===== config.mk =====
export PLATFORM = sky130hd
export DESIGN_NAME = msm_scanner
export DESIGN_NICKNAME = d
export VERILOG_FILES = /design/src/rtl/msm_pkg.sv /design/src/rtl/msm_dp.sv /design/src/rtl/msm_ctrl.sv /design/src/rtl/msm_scanner.sv
export SDC_FILE = /design/constraint.sdc
export NUM_CORES = 1
export LEC_CHECK = 0
export ABC_CLOCK_PERIOD_IN_PS = 3150
export BUFFER_PORTS_ARGS = -buffer_cell sky130_fd_sc_hd__buf_4
export CAP_MARGIN = 10
export CELL_PAD_IN_SITES_DETAIL_PLACEMENT = 0
export CELL_PAD_IN_SITES_GLOBAL_PLACEMENT = 2
export CORE_MARGIN = 3
export CORE_UTILIZATION = 31
export CTS_CLUSTER_DIAMETER = 120
export DETAILED_ROUTE_END_ITERATION = 12
export PLACE_DENSITY_LB_ADDON = 0.1
export SLEW_MARGIN = 30
export SYNTH_ARGS = -nofsm -noshare
export SYNTH_HDL_FRONTEND = slang
export SYNTH_SLANG_ARGS = --single-unit

===== constraint.sdc =====
create_clock -name clk -period 3.15 [get_ports clk]
set_input_delay 0.63 -clock clk [delete_from_list [all_inputs] [get_ports clk]]
set_output_delay 0.63 -clock clk [all_outputs]
set_load 0.02 [all_outputs]

===== src/rtl/msm_pkg.sv =====
package msm_pkg;
  // control-word bit positions decoded by the controller
  localparam int BIT_CLRSCAN = 11;
  localparam int BIT_CLRMUX  = 10;
  localparam int BIT_DONE    = 7;
  localparam int BIT_IE      = 6;
  localparam int BIT_SE      = 5;

  // strobes from the controller to the datapath
  typedef struct packed {
    logic commit;   // refresh reference copy of the current line
    logic clrOut;   // zero every line output register
    logic lsWrite;  // load current line's outputs from write data
  } msmStrobe_t;
endpackage


===== src/rtl/msm_dp.sv =====
module msm_dp
  import msm_pkg::*;
#(
  parameter int NLINES = 16,
  localparam int LW = (NLINES > 1) ? $clog2(NLINES) : 1
) (
  input  logic              clk,
  input  logic              rstN,
  input  msmStrobe_t        strobe,
  input  logic [LW-1:0]     line,
  input  logic [3:0]        wrBits,
  input  logic [NLINES-1:0] ringIn,
  input  logic [NLINES-1:0] carrierIn,
  input  logic [NLINES-1:0] ctsIn,
  input  logic [NLINES-1:0] secRxIn,
  output logic [3:0]        changeMask,
  output logic [7:0]        lineStat,
  output logic [NLINES-1:0] dtrOut,
  output logic [NLINES-1:0] rtsOut,
  output logic [NLINES-1:0] lineEnOut,
  output logic [NLINES-1:0] secTxOut
);
  logic [3:0] curVec   [NLINES];
  logic [3:0] refState [NLINES];
  logic [3:0] outReg   [NLINES];

  for (genvar i = 0; i < NLINES; i++) begin : g_line
    assign curVec[i]    = {ringIn[i], carrierIn[i], ctsIn[i], secRxIn[i]};
    assign secTxOut[i]  = outReg[i][3];
    assign rtsOut[i]    = outReg[i][2];
    assign dtrOut[i]    = outReg[i][1];
    assign lineEnOut[i] = outReg[i][0];
  end

  assign changeMask = curVec[line] ^ refState[line];
  assign lineStat   = {curVec[line], outReg[line]};

  always_ff @(posedge clk or negedge rstN) begin
    if (!rstN) begin
      for (int i = 0; i < NLINES; i++) refState[i] <= '0;
    end else if (strobe.commit) begin
      refState[line] <= curVec[line];
    end
  end

  always_ff @(posedge clk or negedge rstN) begin
    if (!rstN) begin
      for (int i = 0; i < NLINES; i++) outReg[i] <= '0;
    end else if (strobe.clrOut) begin
      for (int i = 0; i < NLINES; i++) outReg[i] <= '0;
    end else if (strobe.lsWrite) begin
      outReg[line] <= wrBits;
    end
  end
endmodule


===== src/rtl/msm_ctrl.sv =====
module msm_ctrl
  import msm_pkg::*;
#(
  parameter int NLINES = 16,
  localparam int LW = (NLINES > 1) ? $clog2(NLINES) : 1
) (
  input  logic          clk,
  input  logic          rstN,
  input  logic          regWr,
  input  logic          regSel,
  input  logic [15:0]   wrData,
  input  logic [3:0]    changeMask,
  output msmStrobe_t    strobe,
  output logic [LW-1:0] linePtr,
  output logic [15:0]   ctrlWord,
  output logic          irq
);
  logic       scanEn, intEn, done, busy;
  logic [3:0] flags;
  logic       ctlWr, scanActive, changeSeen;
  logic [LW-1:0] nextLine;

  assign ctlWr      = regWr && !regSel;
  assign scanActive = scanEn && !done && !ctlWr;
  assign changeSeen = |changeMask;
  assign nextLine   = (linePtr == LW'(NLINES - 1)) ? '0 : linePtr + 1'b1;

  assign strobe.commit  = scanActive && changeSeen;
  assign strobe.clrOut  = ctlWr && wrData[BIT_CLRMUX];
  assign strobe.lsWrite = regWr && regSel && !scanEn && !busy;

  always_ff @(posedge clk or negedge rstN) begin
    if (!rstN) begin
      linePtr <= '0;
      scanEn  <= 1'b0;
      intEn   <= 1'b0;
      done    <= 1'b0;
      busy    <= 1'b0;
      flags   <= '0;
    end else if (ctlWr) begin
      busy  <= 1'b0;
      intEn <= wrData[BIT_IE];
      if (wrData[BIT_CLRSCAN] || wrData[BIT_CLRMUX]) begin
        linePtr <= '0;
        done    <= 1'b0;
        scanEn  <= 1'b0;
        flags   <= '0;
      end else begin
        linePtr <= wrData[LW-1:0];
        done    <= wrData[BIT_DONE];
        scanEn  <= wrData[BIT_SE];
        if (!wrData[BIT_DONE]) flags <= '0;
      end
    end else if (scanActive) begin
      busy <= 1'b1;
      if (changeSeen) begin
        done  <= 1'b1;
        flags <= changeMask;
      end else begin
        linePtr <= nextLine;
      end
    end else begin
      busy <= 1'b0;
    end
  end

  assign ctrlWord = {flags, 4'b0000, done, intEn, scanEn, busy, 4'(linePtr)};
  assign irq      = done && intEn;
endmodule


===== src/rtl/msm_scanner.sv =====
module msm_scanner
  import msm_pkg::*;
#(
  parameter int NLINES = 16
) (
  input  logic              clk,
  input  logic              rstN,
  input  logic              regWr,
  input  logic              regSel,
  input  logic [15:0]       wrData,
  output logic [15:0]       ctrlRd,
  output logic [7:0]        lineRd,
  output logic              irq,
  input  logic [NLINES-1:0] ringIn,
  input  logic [NLINES-1:0] carrierIn,
  input  logic [NLINES-1:0] ctsIn,
  input  logic [NLINES-1:0] secRxIn,
  output logic [NLINES-1:0] dtrOut,
  output logic [NLINES-1:0] rtsOut,
  output logic [NLINES-1:0] lineEnOut,
  output logic [NLINES-1:0] secTxOut
);
  localparam int LW = (NLINES > 1) ? $clog2(NLINES) : 1;

  msmStrobe_t    strobe;
  logic [LW-1:0] linePtr;
  logic [3:0]    changeMask;

  msm_ctrl #(.NLINES(NLINES)) ctrlInst (
    .clk(clk), .rstN(rstN), .regWr(regWr), .regSel(regSel), .wrData(wrData),
    .changeMask(changeMask), .strobe(strobe), .linePtr(linePtr),
    .ctrlWord(ctrlRd), .irq(irq)
  );

  msm_dp #(.NLINES(NLINES)) dpInst (
    .clk(clk), .rstN(rstN), .strobe(strobe), .line(linePtr), .wrBits(wrData[3:0]),
    .ringIn(ringIn), .carrierIn(carrierIn), .ctsIn(ctsIn), .secRxIn(secRxIn),
    .changeMask(changeMask), .lineStat(lineRd),
    .dtrOut(dtrOut), .rtsOut(rtsOut), .lineEnOut(lineEnOut), .secTxOut(secTxOut)
  );
endmodule


Word level (Yosys, flattened, before mapping)

Index checks and enable logic that the tools add are counted.

Add/subtract/negate cells: 1
$lt $le $gt $ge: 2
Equal/unequal tests: 3
Muxes and demuxes: 32
Bitwise gates (word level): 2
Reduce and logical (&&, ||, !) cells: 23

Operators with widths:

| kind                  | number |
|---|---|
| $bwmux W64            | 2 |
| $mux W64              | 2 |
| $mux W4               | 17 |
| $bmux W4 S4           | 3 |
| $demux W4 S4          | 1 |
| $logic_and A1 B1 Y1   | 10 |
| $mux W1               | 7 |
| $reduce_bool A2 Y1    | 3 |
| $ge A5 B5 Y1 const B  | 1 |
| $logic_not A1 Y1      | 5 |
| $lt A5 B1 Y1 const B  | 1 |
| $not A4 Y5            | 1 |
| $add A4 B1 Y4 const B | 1 |
| $eq A4 B4 Y1 const B  | 1 |
| $reduce_and A2 Y1     | 2 |
| $reduce_or A4 Y1      | 1 |
| $xor A4 B4 Y4         | 1 |
| $ne A3 B3 Y1 const B  | 1 |
| $reduce_and A3 Y1     | 1 |
| $ne A2 B1 Y1 const B  | 1 |
| $logic_or A1 B1 Y1    | 1 |

Bits in registers: 140
Input bits: 84
Word-level logic and storage cells: 101

Depth between registers and ports, before layout

Gate-level depths: netlist of run 1.

Depth after elaboration: 9
Depth in mapped cells: 10
Depth with buffers taken out: 7

Cells and area by module

A second synthesis of run 1 with hierarchy kept.

Cell total of the unflattened synthesis: 632
Area, all modules: 7403.4 um^2

Modules (own cells, without submodules):

| module   | times used | cells each | area an instance (um^2) | seq. area each (um^2) |
|---|---|---|---|---|
| msm_dp   | 1          | 560        | 6673.9                  | 3203.1 |
| msm_ctrl | 1          | 72         | 729.4                   | 300.3 |

Least setup slack after synthesis of run 1

Ideal clock, no wire load.

Kind: register -> output
From: reg ctrlInst.linePtr[0]
To: out lineRd[0]
Data arrival time: 2.617 ns
Required time: 2.520 ns
Setup slack: -0.097 ns
Cell stages (with the launch flop): 6
Buffers on the path: 3
Cell sequence: dfrtp_1 -> buf_4 -> buf_2 -> buf_1 -> mux4_2 -> mux4_2

Longest elaborated chain between the ends: 4

RTL lines:

| item                                       | line              | source |
|---|---|---|
| from (decl)                                | msm_ctrl.sv:14    | `output logic [LW-1:0] linePtr,` |
| from (signal assigned)                     | msm_ctrl.sv:49    | `linePtr <= wrData[LW-1:0];` |
| from (signal assigned)                     | msm_ctrl.sv:60    | `linePtr <= nextLine;` |
| $not A4 Y5 (not written as such)           | msm_dp.sv:36      | `assign lineStat = {curVec[line], outReg[line]};` |
| $bmux W4 S4                                | msm_dp.sv:36      |  |
| $mux W4 (not written as such) (2 in a row) | msm_dp.sv:36      |  |
| to (decl)                                  | msm_scanner.sv:12 | `output logic [7:0] lineRd,` |

Every way passes these cells. The select of a mux whose other input is x is not followed.

Worst setup path in the final report of run 1

From: reg ctrlInst.linePtr[0]
To: out lineRd[2]

The elaborated chain is that of the path after synthesis.

==> results of run 1 <==
## per-stage QoR
stage,util (%),hold slack (ps)
final,42.4,256
after detailed placement,39.7,475
after floorplan,-,334
after global placement,39.7,465
after global routing,42.4,292
after CTS,42.3,274
## power breakdown
group          internal, mW  total [mW]  leakage (nW)  switching (mW)
combinational         0.992        2.20          2.39            1.20
clock                  1.06        1.97         0.285           0.913
sequential             1.99        2.14          1.92           0.146
## registers in the layout, summed over array words and instances, names as in the netlist
signal,flops
dpInst.refState,64
ctrlInst.scanEn,1
ctrlInst.flags,4
ctrlInst.intEn,1
ctrlInst.done,1
dpInst.rtsOut,16
ctrlInst.busy,1
dpInst.dtrOut,16
ctrlInst.linePtr,4
dpInst.secTxOut,16
dpInst.lineEnOut,16
## cell usage in the layout (no fill, tap or decap), types with 2 or more instances in the layout
cell	count
sky130_fd_sc_hd__mux4_2	52
sky130_fd_sc_hd__buf_12	6
sky130_fd_sc_hd__inv_1	5
sky130_fd_sc_hd__conb_1	4
sky130_fd_sc_hd__nand2_2	2
sky130_fd_sc_hd__buf_4	204
sky130_fd_sc_hd__nand2_1	93
sky130_fd_sc_hd__mux2i_1	4
sky130_fd_sc_hd__nor2b_1	2
sky130_fd_sc_hd__xnor2_2	2
sky130_fd_sc_hd__a31o_1	3
sky130_fd_sc_hd__ha_1	4
sky130_fd_sc_hd__mux2_1	63
sky130_fd_sc_hd__nand3_1	77
sky130_fd_sc_hd__and2_1	6
sky130_fd_sc_hd__a22oi_1	18
sky130_fd_sc_hd__clkinv_4	2
sky130_fd_sc_hd__xnor2_1	2
sky130_fd_sc_hd__nor2b_2	2
sky130_fd_sc_hd__nor2_1	12
sky130_fd_sc_hd__dfrtp_1	138
sky130_fd_sc_hd__nand4_1	3
sky130_fd_sc_hd__a211oi_1	2
sky130_fd_sc_hd__a21oi_1	61
sky130_fd_sc_hd__clkbuf_16	17
sky130_fd_sc_hd__inv_8	6
sky130_fd_sc_hd__o211ai_1	2
sky130_fd_sc_hd__inv_6	6
sky130_fd_sc_hd__buf_6	2
## kinds of logic after synthesis
family | synth area share, %
adders and majority gates | 0.680
DFF | 47.6
other | 0.0510
AOI/OAI and AO/OA | 7.93
and+or+nand+nor | 12.4
muxes | 26.3
buffers and inverters | 4.34
xor gates and xnor gates | 0.680
## worst register-to-register path, delay by kind of cell, from the launching register on
kind            cells  cell delay [ps]
buf+inv             3              500
xor+xnor            1              200
simple gates        2              390
mux                 2              880
compound gates      2              520
flops               1              460
## area by class of cell
type                            instances  share of cell area (%)
Clock buffer                           17                    4.37
Clock inverter                         15                    1.46
Inverter                                5                   0.193
Multi-Input combinational cell        430                    36.6
Sequential cell                       140                    36.0
Tap cell                              313                    4.02
Timing Repair Buffer                  213                    17.3
## per-layer routing
metal  up-vias  wire (um)  GRT usage, %
met5         -          0             0
met4         0        367          4.85
met3        21       1450          4.36
met2       221      11100          29.8
met1      3047      11500          27.3
li1       2660          -             -
## what timing repair did
| item | in CTS | in global routing |
|---|---|---|
| endpoints found under the setup margin | 6 | 66 |
| buffers inserted | 4 | 0 |
| resized for setup | 4 | 3 |
## worst max path at each step
stage | start | end | slack [ps] | cells after the start
finish | ctrlInst.linePtr[0]$_DFFE_PN0P_ | lineRd[2] | 50 | 5
detailed placement | ctrlInst.linePtr[0]$_DFFE_PN0P_ | dpInst.refState[0]$_DFFE_PN0P_ | 10 | 10
CTS | ctrlInst.linePtr[0]$_DFFE_PN0P_ | lineRd[2] | 10 | 5
global placement | ctrlInst.linePtr[0]$_DFFE_PN0P_ | dpInst.refState[3]$_DFFE_PN0P_ | 80 | 10
global route | ctrlInst.linePtr[0]$_DFFE_PN0P_ | dpInst.refState[5]$_DFFE_PN0P_ | -40 | 11
floorplan | ctrlInst.linePtr[0]$_DFFE_PN0P_ | lineRd[0] | 20 | 5
==> metrics.txt, run 1 <==
# TYPE chip_impl_metric gauge
chip_impl_metric{name="holdBufCountCts",unit=""} 0
chip_impl_metric{name="postSynthRegisterBits",unit=""} 140
chip_impl_metric{name="area_growth",unit="%"} 32.4
chip_impl_metric{name="synth_async_sr_flop_share",unit="%"} 100
chip_impl_metric{name="buffers_and_inverters_on_the_worst_path",unit=""} 3
chip_impl_metric{name="drt_first_pass_iters",unit=""} 5
chip_impl_info{name="regToRegStartpoint",value="ctrlInst.linePtr[0]$_DFFE_PN0P_"} 1
chip_impl_metric{name="die_boundary_width",unit="um"} 160
chip_impl_info{name="yosys-top-cells-area",value="sky130_fd_sc_hd__dfrtp_1 48%, sky130_fd_sc_hd__mux4_2 16%, sky130_fd_sc_hd__mux2_1 9.6%"} 1
chip_impl_metric{name="power.density",unit="nW/um2"} 647
chip_impl_metric{name="grt.overflow.total",unit=""} 0
chip_impl_metric{name="synth_area",unit="um2"} 7360
chip_impl_metric{name="preCtsSetupSlack",unit="ps"} 12.2
chip_impl_metric{name="drv.max_cap_violation_count",unit=""} 0
chip_impl_info{name="critical_path.cell_chain",value="buf_12 > buf_6 > mux4_2 > mux4_2 > buf_4"} 1
chip_impl_metric{name="pins_over_their_slew_limit",unit=""} 0
chip_impl_metric{name="die-height",unit="um"} 160
chip_impl_metric{name="path_clk_slew",unit="ps"} 70
chip_impl_metric{name="synth_edf_count",unit=""} 0
chip_impl_metric{name="cts_htree_levels",unit=""} 4
chip_impl_metric{name="final_cells",unit=""} 1133
chip_impl_info{name="synth_ff_type",value="sky130_fd_sc_hd__dfrtp_1"} 1
chip_impl_info{name="synthTopCellsByCount",value="140 x sky130_fd_sc_hd__dfrtp_1, 93 x sky130_fd_sc_hd__nand2_1, 78 x sky130_fd_sc_hd__nand3_1, 63 x sky130_fd_sc_hd__mux2_1, 61 x sky130_fd_sc_hd__a21oi_1"} 1
chip_impl_metric{name="crit_required",unit="ps"} 2520
chip_impl_metric{name="antenna_cells",unit=""} 0
chip_impl_info{name="synth_area_leader_cell",value="sky130_fd_sc_hd__dfrtp_1"} 1
chip_impl_metric{name="area.sequential",unit="um2"} 3510
chip_impl_metric{name="overall_track_demand_over_capacity_in_global_routing",unit="%"} 19.2
chip_impl_metric{name="routedWlPerCell",unit="um"} 21.5
chip_impl_metric{name="n_fill_cell",unit=""} 2214
chip_impl_metric{name="reg2reg_slack",unit="ps"} 80
chip_impl_info{name="clock-root-buffer",value="sky130_fd_sc_hd__clkbuf_16"} 1
chip_impl_metric{name="synth.distinct_cells",unit=""} 38
chip_impl_metric{name="antenna_left",unit=""} 0
chip_impl_metric{name="ratio_of_cells_with_drive_above_1_in_the_final_layout",unit="%"} 38.0
chip_impl_metric{name="clock_insertion_delay_worst_skew",unit="ps"} 420
chip_impl_metric{name="finalSetupTns",unit="ps"} 0
chip_impl_metric{name="relSlewSlack",unit="%"} 53.7
chip_impl_metric{name="setup_violations",unit=""} 0
chip_impl_metric{name="floorplan.initialDensity",unit="%"} 32.0
chip_impl_metric{name="route.final.wire_length",unit="um"} 24300
chip_impl_metric{name="cts.sink_count",unit=""} 140
chip_impl_info{name="criticalPathCategory",value="flip-flop to output port"} 1
chip_impl_info{name="path_delay_family",value="multiplexers"} 1
chip_impl_metric{name="tightestPinTransition",unit="ps"} 695
chip_impl_info{name="worst_setup_path_end_kind",value="output port"} 1
chip_impl_metric{name="grt_first_pass_wirelength",unit="um"} 38300
chip_impl_metric{name="dp.cells",unit=""} 1097
chip_impl_metric{name="area_of_the_multi_input_gates",unit="um2"} 3570
chip_impl_metric{name="synth_top_cell_area_share",unit="%"} 47.6
chip_impl_metric{name="drtIter0Drc",unit=""} 455
chip_impl_metric{name="cts_buffers",unit=""} 17
chip_impl_info{name="yosysMostFrequentCell",value="sky130_fd_sc_hd__dfrtp_1"} 1
chip_impl_metric{name="ctsLongestPathBuffers",unit=""} 2
chip_impl_metric{name="hpwlAfterDp",unit="um"} 17100
chip_impl_metric{name="final_cell_area",unit="um2"} 9740
chip_impl_metric{name="initial_antenna_violation_count",unit=""} 0
chip_impl_metric{name="synth_area_per_cell",unit="um2"} 11.5
chip_impl_info{name="timing.critical_path.mode_cell",value="sky130_fd_sc_hd__mux4_2"} 1
chip_impl_metric{name="skew",unit="ps"} 12.2
chip_impl_metric{name="count_of_standard_cell_rows",unit=""} 55
chip_impl_info{name="worst_r2r_endpoint",value="dpInst.refState[5]$_DFFE_PN0P_"} 1
chip_impl_metric{name="fin_ws",unit="ps"} 48.2
chip_impl_metric{name="placed_area",unit="um2"} 9120
chip_impl_info{name="status",value="finished, final reports clean"} 1
chip_impl_metric{name="cp_max_fo",unit=""} 11
chip_impl_info{name="unrepaired_setup_endpoints_after_global_routing",value="yes"} 1
chip_impl_metric{name="grt_max_degree",unit=""} 65
chip_impl_metric{name="min_tclk_post_route",unit="ps"} 3100
chip_impl_metric{name="hold_violations",unit=""} 0
chip_impl_metric{name="seq_total_area_yosys",unit="%"} 47.6
chip_impl_metric{name="post-route-drc-count",unit=""} 0
chip_impl_info{name="cts_tree",value="yes"} 1
chip_impl_metric{name="power.total",unit="mW"} 6.30
chip_impl_metric{name="timing.critical_path.arrival",unit="ps"} 2470
chip_impl_metric{name="gp_routability_congestion",unit=""} 0.839
chip_impl_metric{name="layout.nets",unit=""} 895
chip_impl_metric{name="grt_pass1_vias",unit=""} 6310
chip_impl_info{name="worst_setup_path_start_kind",value="flip-flop"} 1
chip_impl_info{name="min_delay_worst_type",value="primary input to asynchronous set/reset pin"} 1
chip_impl_metric{name="die-area",unit="um2"} 25600
chip_impl_info{name="timing.critical_path.slowest_stage_cell",value="sky130_fd_sc_hd__mux4_2"} 1
chip_impl_metric{name="ys_warn_count",unit=""} 0
chip_impl_metric{name="synthCells",unit=""} 637
chip_impl_metric{name="core_area",unit="um2"} 23000
chip_impl_metric{name="vias",unit=""} 5949
chip_impl_metric{name="ff2ff_path_depth",unit=""} 10
chip_impl_metric{name="layout_worst_path_cycle_share",unit="%"} 98.5
chip_impl_metric{name="max_stage_delay",unit="ps"} 550
chip_impl_metric{name="buffer_ports.inserted",unit=""} 161
chip_impl_metric{name="max_freq",unit="GHz"} 0.322
chip_impl_metric{name="power.ir.vdd_worst",unit="V"} 0.000332
chip_impl_metric{name="leakagePower",unit="nW"} 4.59
chip_impl_metric{name="avgViaCountPerCell",unit=""} 5.25
chip_impl_metric{name="top_level_ports",unit=""} 173
No activity file was read; power rests on OpenSTA's default activity.
==> inputs of run 2 (changes only) <==
Settings changed: CORE_UTILIZATION 31 to 32, SYNTH_HIERARCHICAL set to 1.
==> metrics.txt, run 2 <==
# TYPE chip_impl_metric gauge
chip_impl_info{name="clock-root-buffer",value="sky130_fd_sc_hd__clkbuf_16"} 1
chip_impl_metric{name="avgViaCountPerCell",unit=""} 5.20
chip_impl_metric{name="max_stage_delay",unit="ps"} 530
chip_impl_info{name="most-common-layout-cells",value="201 x sky130_fd_sc_hd__buf_4, 138 x sky130_fd_sc_hd__dfrtp_1, 80 x sky130_fd_sc_hd__nand2_1"} 1
chip_impl_metric{name="grt_pass1_vias",unit=""} 5974
chip_impl_metric{name="relSlewSlack",unit="%"} 42.4
chip_impl_metric{name="synth_fa_ha_area_share",unit="%"} 0.169
chip_impl_metric{name="gp_routability_congestion",unit=""} 0.790
chip_impl_info{name="synth_area_leader_cell",value="sky130_fd_sc_hd__dfrtp_1"} 1
chip_impl_info{name="worst_setup_path_end_kind",value="flip-flop"} 1
chip_impl_metric{name="min_tclk_post_route",unit="ps"} 3420
chip_impl_info{name="yosys-top-cells-area",value="sky130_fd_sc_hd__dfrtp_1 47%, sky130_fd_sc_hd__mux4_2 16%, sky130_fd_sc_hd__mux2_2 11%"} 1
chip_impl_metric{name="die_boundary_width",unit="um"} 158
chip_impl_metric{name="grt.overflow.total",unit=""} 0
chip_impl_metric{name="synth_simple_gate_area_share",unit="%"} 9.40
chip_impl_metric{name="fin_ws",unit="ps"} -268
chip_impl_metric{name="cts_buffers",unit=""} 17
chip_impl_metric{name="layout.nets",unit=""} 898
chip_impl_metric{name="vias",unit=""} 5779
chip_impl_metric{name="ys_warn_count",unit=""} 6
chip_impl_metric{name="setup_violations",unit=""} 70
chip_impl_info{name="cts_tree",value="yes"} 1
chip_impl_metric{name="route.final.wire_length",unit="um"} 23400
chip_impl_info{name="layout_commonest_cell",value="sky130_fd_sc_hd__buf_4"} 1
chip_impl_metric{name="die-area",unit="um2"} 25000
chip_impl_metric{name="post-route-drc-count",unit=""} 0
chip_impl_metric{name="ctsLongestPathBuffers",unit=""} 2
chip_impl_info{name="critical_path.cell_chain",value="clkbuf_16 > mux4_2 > mux2_4 > mux2_4 > xor2_2 > or4_4 > and2_4 > nor3b_4 > nand2_2 > mux2_2"} 1
chip_impl_info{name="criticalPathCategory",value="flip-flop to flip-flop"} 1
chip_impl_metric{name="die-height",unit="um"} 158
chip_impl_metric{name="cts.sink_count",unit=""} 140
chip_impl_metric{name="ratio_of_cells_with_drive_above_1_in_the_final_layout",unit="%"} 50.7
chip_impl_info{name="path_delay_family",value="multiplexers"} 1
chip_impl_metric{name="drtIter0Drc",unit=""} 214
chip_impl_metric{name="placed_area",unit="um2"} 9180
chip_impl_metric{name="overall_track_demand_over_capacity_in_global_routing",unit="%"} 18.6
chip_impl_metric{name="grt_max_degree",unit=""} 80
chip_impl_metric{name="power.density",unit="nW/um2"} 518
chip_impl_info{name="failing_checks",value="negative setup slack"} 1
chip_impl_metric{name="timing.critical_path.arrival",unit="ps"} 3720
chip_impl_metric{name="synth.distinct_cells",unit=""} 42
chip_impl_metric{name="cp_max_fo",unit=""} 7
chip_impl_metric{name="yosys-mux-area-fraction",unit="%"} 28.0
chip_impl_metric{name="drv.max_cap_violation_count",unit=""} 0
chip_impl_info{name="synth_ff_type",value="sky130_fd_sc_hd__dfrtp_1"} 1
chip_impl_metric{name="cts_htree_levels",unit=""} 4
chip_impl_metric{name="synth_area_in_compound_gates",unit="%"} 10.2
chip_impl_metric{name="core_area",unit="um2"} 22700
chip_impl_info{name="worst_setup_path_start_kind",value="flip-flop"} 1
chip_impl_metric{name="finalSetupTns",unit="ps"} -14980
chip_impl_metric{name="synthCells",unit=""} 632
chip_impl_metric{name="hold_violations",unit=""} 0
chip_impl_metric{name="synth_area_per_cell",unit="um2"} 11.7
chip_impl_metric{name="drt_first_pass_iters",unit=""} 4
chip_impl_metric{name="crit_required",unit="ps"} 3450
chip_impl_info{name="synthTopCellsByCount",value="140 x sky130_fd_sc_hd__dfrtp_1, 86 x sky130_fd_sc_hd__nand2_1, 70 x sky130_fd_sc_hd__mux2_2, 65 x sky130_fd_sc_hd__a21oi_1, 52 x sky130_fd_sc_hd__mux4_2"} 1
chip_impl_metric{name="area_growth",unit="%"} 37.1
chip_impl_metric{name="count_of_standard_cell_rows",unit=""} 55
chip_impl_metric{name="synth_xor_xnor_area_share",unit="%"} 0.592
chip_impl_metric{name="pins_over_their_slew_limit",unit=""} 0
chip_impl_info{name="unrepaired_setup_endpoints_after_global_routing",value="yes"} 1
chip_impl_metric{name="buffer_ports.inserted",unit=""} 161
chip_impl_metric{name="floorplan.initialDensity",unit="%"} 32.6
chip_impl_metric{name="power.total",unit="mW"} 5.26
chip_impl_metric{name="postSynthRegisterBits",unit=""} 140
chip_impl_metric{name="layout_worst_path_cycle_share",unit="%"} 109
chip_impl_metric{name="grt_first_pass_wirelength",unit="um"} 35100
chip_impl_metric{name="fin_hold_ws",unit="ps"} 188
chip_impl_info{name="min_delay_worst_type",value="primary input to asynchronous set/reset pin"} 1
chip_impl_metric{name="power.ir.vdd_worst",unit="V"} 0.000312
chip_impl_metric{name="preCtsSetupSlack",unit="ps"} -437
chip_impl_metric{name="max_freq",unit="GHz"} 0.293
chip_impl_metric{name="synth_async_sr_flop_share",unit="%"} 100
chip_impl_metric{name="clock_insertion_delay_worst_skew",unit="ps"} 420
chip_impl_metric{name="antenna_left",unit=""} 0
chip_impl_metric{name="tightestPinTransition",unit="ps"} 864
chip_impl_metric{name="synth_area",unit="um2"} 7400
chip_impl_metric{name="skew",unit="ps"} 13.1
chip_impl_metric{name="path_clk_slew",unit="ps"} 70
chip_impl_info{name="synth_top_family_by_area",value="multiplexers"} 1
chip_impl_metric{name="holdBufCountCts",unit=""} 0
chip_impl_metric{name="final_cell_area",unit="um2"} 10100
chip_impl_metric{name="buffers_and_inverters_on_the_worst_path",unit=""} 1
chip_impl_metric{name="synth_top_cell_area_share",unit="%"} 47.3
chip_impl_metric{name="synth_edf_count",unit=""} 0
chip_impl_info{name="timing.critical_path.mode_cell",value="sky130_fd_sc_hd__mux2_4"} 1
chip_impl_metric{name="routedWlPerCell",unit="um"} 21.0
chip_impl_metric{name="initial_antenna_violation_count",unit=""} 0
chip_impl_info{name="timing.critical_path.slowest_stage_cell",value="sky130_fd_sc_hd__or4_4"} 1
chip_impl_info{name="top_register",value="dpInst/refState"} 1
chip_impl_info{name="status",value="finished with violations"} 1
chip_impl_metric{name="leakagePower",unit="nW"} 4.57
chip_impl_metric{name="antenna_cells",unit=""} 0
chip_impl_metric{name="largest_register_ff_count",unit=""} 64
chip_impl_metric{name="hpwlAfterDp",unit="um"} 16700
chip_impl_metric{name="top_level_ports",unit=""} 173
chip_impl_info{name="yosysMostFrequentCell",value="sky130_fd_sc_hd__dfrtp_1"} 1
chip_impl_metric{name="seq_total_area_yosys",unit="%"} 47.3
-- run 2: worst paths after layout --
kind / cells past startpoint / to / slack, ps / start
min reg2reg: 2 / ctrlInst/intEn$_DFFE_PN0N_ / 500 / ctrlInst/intEn$_DFFE_PN0N_
max in group asynchronous: 2 / dpInst/dtrOut[3]$_DFFE_PN0P_ / 2100 / rstN
min in group clk: 3 / ctrlInst/intEn$_DFFE_PN0N_ / 410 / wrData[6]
max: 10 / dpInst/refState[15]$_DFFE_PN0P_ / -270 / ctrlInst/linePtr[0]$_DFFE_PN0P_
max reg2reg: 10 / dpInst/refState[15]$_DFFE_PN0P_ / -270 / ctrlInst/linePtr[0]$_DFFE_PN0P_
min: 1 / dpInst/secTxOut[1]$_DFFE_PN0P_ / 190 / rstN
-- run 2: timing repair --
item,in CTS,in global routing
setup endpoints to repair,81,77
resized for setup,10,45
setup buffers,4,10
gates cloned,0,2
pin swaps,0,4
-- run 2: power breakdown --
part           total, mW  switching, mW  internal [mW]
Combinational       1.33          0.631          0.699
Sequential          2.02         0.0994           1.92
Clock               1.91          0.795           1.11
-- run 2: per-stage QoR --
step	utilization, %	cells
after floorplan	-	635
after CTS	43.2	1099
after global routing	44.7	1111
after global placement	40.4	1063
after detailed placement	40.4	1063
final	44.7	1111
-- run 2: kinds of logic (layout without fill, tap and decap cells) --
group | after synthesis | in the layout
and+or+nand+nor | 156 | 156
DFF | 140 | 140
buffers and inverters | 64 | 255
other | 1 | 4
AOI/OAI and AO/OA | 135 | 135
adders and majority gates | 1 | 1
muxes | 130 | 130
xor gates and xnor gates | 5 | 5
-- run 2: routing by layer --
metal	vias up	part of all wire, %	global-route usage, %
met1	2970	46	26.3
met3	16	4.8	3.50
met2	142	48	29.8
met5	-	0	0
met4	0	0.98	4.71
li1	2651	-	-
-- run 2: final cells by class --
cell class	instances	area, um2
clock buffers	20	447
clock inverters	12	116
fillers	2106	12600
multi-input cells	431	3880
flip-flops and latches	140	3510
inverters	2	7.51
well taps	285	357
repair buffers	221	1830
==> inputs of run 3 (changes only) <==
Settings changed: ABC_CLOCK_PERIOD_IN_PS 3150 to 3100.
Clock period 3.15 ns to 3.1 ns, I/O delays scaled along.
==> metrics.txt, run 3 (synthesis results as in run 2) <==
# TYPE chip_impl_metric gauge
chip_impl_info{name="status",value="finished with violations"} 1
chip_impl_info{name="failing_checks",value="negative setup slack"} 1
chip_impl_metric{name="tightestPinTransition",unit="ps"} 864
chip_impl_info{name="worst_r2r_endpoint",value="dpInst/refState[47]$_DFFE_PN0P_"} 1
chip_impl_info{name="most-common-layout-cells",value="196 x sky130_fd_sc_hd__buf_4, 138 x sky130_fd_sc_hd__dfrtp_1, 82 x sky130_fd_sc_hd__nand2_1"} 1
chip_impl_metric{name="grt_first_pass_wirelength",unit="um"} 36000
chip_impl_info{name="worst_setup_path_end_kind",value="flip-flop"} 1
chip_impl_metric{name="power.ir.vdd_worst",unit="V"} 0.000332
chip_impl_metric{name="drv.max_cap_violation_count",unit=""} 0
chip_impl_metric{name="timing.critical_path.arrival",unit="ps"} 3720
chip_impl_metric{name="pins_over_their_slew_limit",unit=""} 0
chip_impl_metric{name="initial_antenna_violation_count",unit=""} 0
chip_impl_metric{name="largest_register_ff_count",unit=""} 64
chip_impl_metric{name="antenna_left",unit=""} 0
chip_impl_info{name="layout_commonest_cell",value="sky130_fd_sc_hd__buf_4"} 1
chip_impl_metric{name="ctsLongestPathBuffers",unit=""} 2
chip_impl_metric{name="cts.sink_count",unit=""} 140
chip_impl_metric{name="hold_violations",unit=""} 0
chip_impl_info{name="regToRegStartpoint",value="ctrlInst/linePtr[0]$_DFFE_PN0P_"} 1
chip_impl_metric{name="skew",unit="ps"} 9.23
chip_impl_metric{name="leakagePower",unit="nW"} 4.62
chip_impl_metric{name="top_level_ports",unit=""} 173
chip_impl_metric{name="cts_htree_levels",unit=""} 4
chip_impl_metric{name="reg2reg_slack",unit="ps"} -330
chip_impl_metric{name="final_cell_area",unit="um2"} 10200
chip_impl_metric{name="vias",unit=""} 5883
chip_impl_metric{name="ff2ff_path_depth",unit=""} 10
chip_impl_info{name="unrepaired_setup_endpoints_after_global_routing",value="yes"} 1
chip_impl_metric{name="grt_pass1_vias",unit=""} 6048
chip_impl_metric{name="core_area",unit="um2"} 22700
chip_impl_metric{name="n_fill_cell",unit=""} 2150
chip_impl_metric{name="avgViaCountPerCell",unit=""} 5.29
chip_impl_metric{name="ratio_of_cells_with_drive_above_1_in_the_final_layout",unit="%"} 50.1
chip_impl_metric{name="routedWlPerCell",unit="um"} 21.3
chip_impl_info{name="min_delay_worst_type",value="primary input to asynchronous set/reset pin"} 1
chip_impl_metric{name="area.sequential",unit="um2"} 3510
chip_impl_info{name="worst_setup_path_start_kind",value="flip-flop"} 1
chip_impl_metric{name="min_tclk_post_route",unit="ps"} 3430
chip_impl_metric{name="grt_max_degree",unit=""} 68
chip_impl_metric{name="fin_ws",unit="ps"} -328
chip_impl_metric{name="setup_violations",unit=""} 73
chip_impl_metric{name="die_boundary_width",unit="um"} 158
chip_impl_metric{name="buffer_ports.inserted",unit=""} 161
chip_impl_metric{name="die-area",unit="um2"} 25000
chip_impl_info{name="clock-root-buffer",value="sky130_fd_sc_hd__clkbuf_16"} 1
chip_impl_metric{name="drt_first_pass_iters",unit=""} 6
chip_impl_metric{name="drtIter0Drc",unit=""} 313
chip_impl_metric{name="max_freq",unit="GHz"} 0.292
chip_impl_metric{name="overall_track_demand_over_capacity_in_global_routing",unit="%"} 19.0
chip_impl_metric{name="gp_routability_congestion",unit=""} 0.781
chip_impl_metric{name="layout.nets",unit=""} 899
chip_impl_metric{name="holdBufCountCts",unit=""} 0
chip_impl_metric{name="area_growth",unit="%"} 37.8
chip_impl_metric{name="dp.cells",unit=""} 1068
chip_impl_info{name="cts_tree",value="yes"} 1
chip_impl_metric{name="crit_required",unit="ps"} 3400
chip_impl_metric{name="antenna_cells",unit=""} 0
chip_impl_metric{name="floorplan.initialDensity",unit="%"} 32.6
chip_impl_metric{name="path_clk_slew",unit="ps"} 60
chip_impl_metric{name="route.final.wire_length",unit="um"} 23700
chip_impl_metric{name="placed_area",unit="um2"} 9180
chip_impl_metric{name="power.density",unit="nW/um2"} 543
chip_impl_metric{name="relSlewSlack",unit="%"} 42.4
chip_impl_metric{name="layout_worst_path_cycle_share",unit="%"} 111
chip_impl_metric{name="count_of_standard_cell_rows",unit=""} 55
chip_impl_metric{name="die-height",unit="um"} 158
chip_impl_metric{name="grt.overflow.total",unit=""} 0
chip_impl_metric{name="area_of_the_multi_input_gates",unit="um2"} 3840
chip_impl_metric{name="clock_insertion_delay_worst_skew",unit="ps"} 420
chip_impl_metric{name="hpwlAfterDp",unit="um"} 16800
chip_impl_metric{name="post-route-drc-count",unit=""} 0
chip_impl_info{name="criticalPathCategory",value="flip-flop to flip-flop"} 1
chip_impl_metric{name="final_cells",unit=""} 1112
chip_impl_info{name="top_register",value="dpInst/refState"} 1
chip_impl_metric{name="cp_max_fo",unit=""} 8
chip_impl_metric{name="cts_buffers",unit=""} 17
chip_impl_metric{name="finalSetupTns",unit="ps"} -17990
-- run 3: changes by cell type in the layout (fill, tap and decap cells not counted), sizes merged --
cell,previous run,this run
clkinvlp,5,2
clkbuf,22,23
bufinv,1,3
buf,219,222
inv,3,2
clkinv,5,4
-- run 3: metal layers --
| metal | GRT usage [%] | vias up | part of all wire, % |
|---|---|---|---|
| met1 | 26.6 | 3042 | 46 |
| met4 | 5.20 | 0 | 1.7 |
| met2 | 29.9 | 156 | 47 |
| li1 | - | 2657 | - |
| met5 | 0 | - | 0 |
| met3 | 4.13 | 28 | 4.8 |
-- run 3: worst max-delay path: stages, from the launching register on --
cell	delay (ps)
sky130_fd_sc_hd__dfrtp_4	490
sky130_fd_sc_hd__buf_12	160
sky130_fd_sc_hd__mux4_2	500
sky130_fd_sc_hd__mux2_4	310
sky130_fd_sc_hd__mux2_4	290
sky130_fd_sc_hd__xor2_1	150
sky130_fd_sc_hd__or4_4	540
sky130_fd_sc_hd__and2_4	180
sky130_fd_sc_hd__nor3b_4	190
sky130_fd_sc_hd__nand2_2	170
sky130_fd_sc_hd__mux2_4	320
-- run 3: timing repair --
item	4_1_cts	5_1_grt
hold endpoints to repair	0	0
resized for setup	34	25
setup buffers	5	5
setup endpoints to repair	81	81
gates cloned	3	0
pin swaps	4	5
-- run 3: area by class of cell --
type                       instances  share of cell area, %
clock buffer                      23                   4.68
clock inverter                     9                   1.34
inverter                           2                 0.0736
multi-input combinational        431                   37.6
sequential                       140                   34.4
tap                              285                   3.49
timing repair buffer             222                   18.4
-- run 3: worst max-delay path by stage --
stage | start | end
3_5_place_dp | ctrlInst/linePtr[0]$_DFFE_PN0P_ | dpInst/refState[2]$_DFFE_PN0P_
6_report | ctrlInst/linePtr[0]$_DFFE_PN0P_ | dpInst/refState[47]$_DFFE_PN0P_
5_1_grt | ctrlInst/linePtr[0]$_DFFE_PN0P_ | dpInst/refState[47]$_DFFE_PN0P_
2_1_floorplan | ctrlInst/linePtr[0]$_DFFE_PN0P_ | dpInst/refState[60]$_DFFE_PN0P_
3_3_place_gp | ctrlInst/linePtr[0]$_DFFE_PN0P_ | dpInst/refState[1]$_DFFE_PN0P_
4_1_cts | ctrlInst/linePtr[0]$_DFFE_PN0P_ | dpInst/refState[14]$_DFFE_PN0P_
-- run 3: report_power, final --
part / internal [mW] / switching [mW]
clock: 1.33 / 0.774
sequential: 1.95 / 0.0979
combinational: 0.731 / 0.651
total: 4.02 / 1.52
-- run 3: stage by stage --
step | total power, mW | hold slack [ps] | worst slack [ps] | util (%)
after CTS | 5.56 | 231 | -307 | 44.3
after detailed placement | 3.32 | 491 | -452 | 40.4
after global routing | 5.78 | 252 | -386 | 44.9
after global placement | 3.29 | 483 | -420 | 40.4
final | 5.54 | 220 | -328 | 44.9
after floorplan | 2.78 | 324 | -433 | -
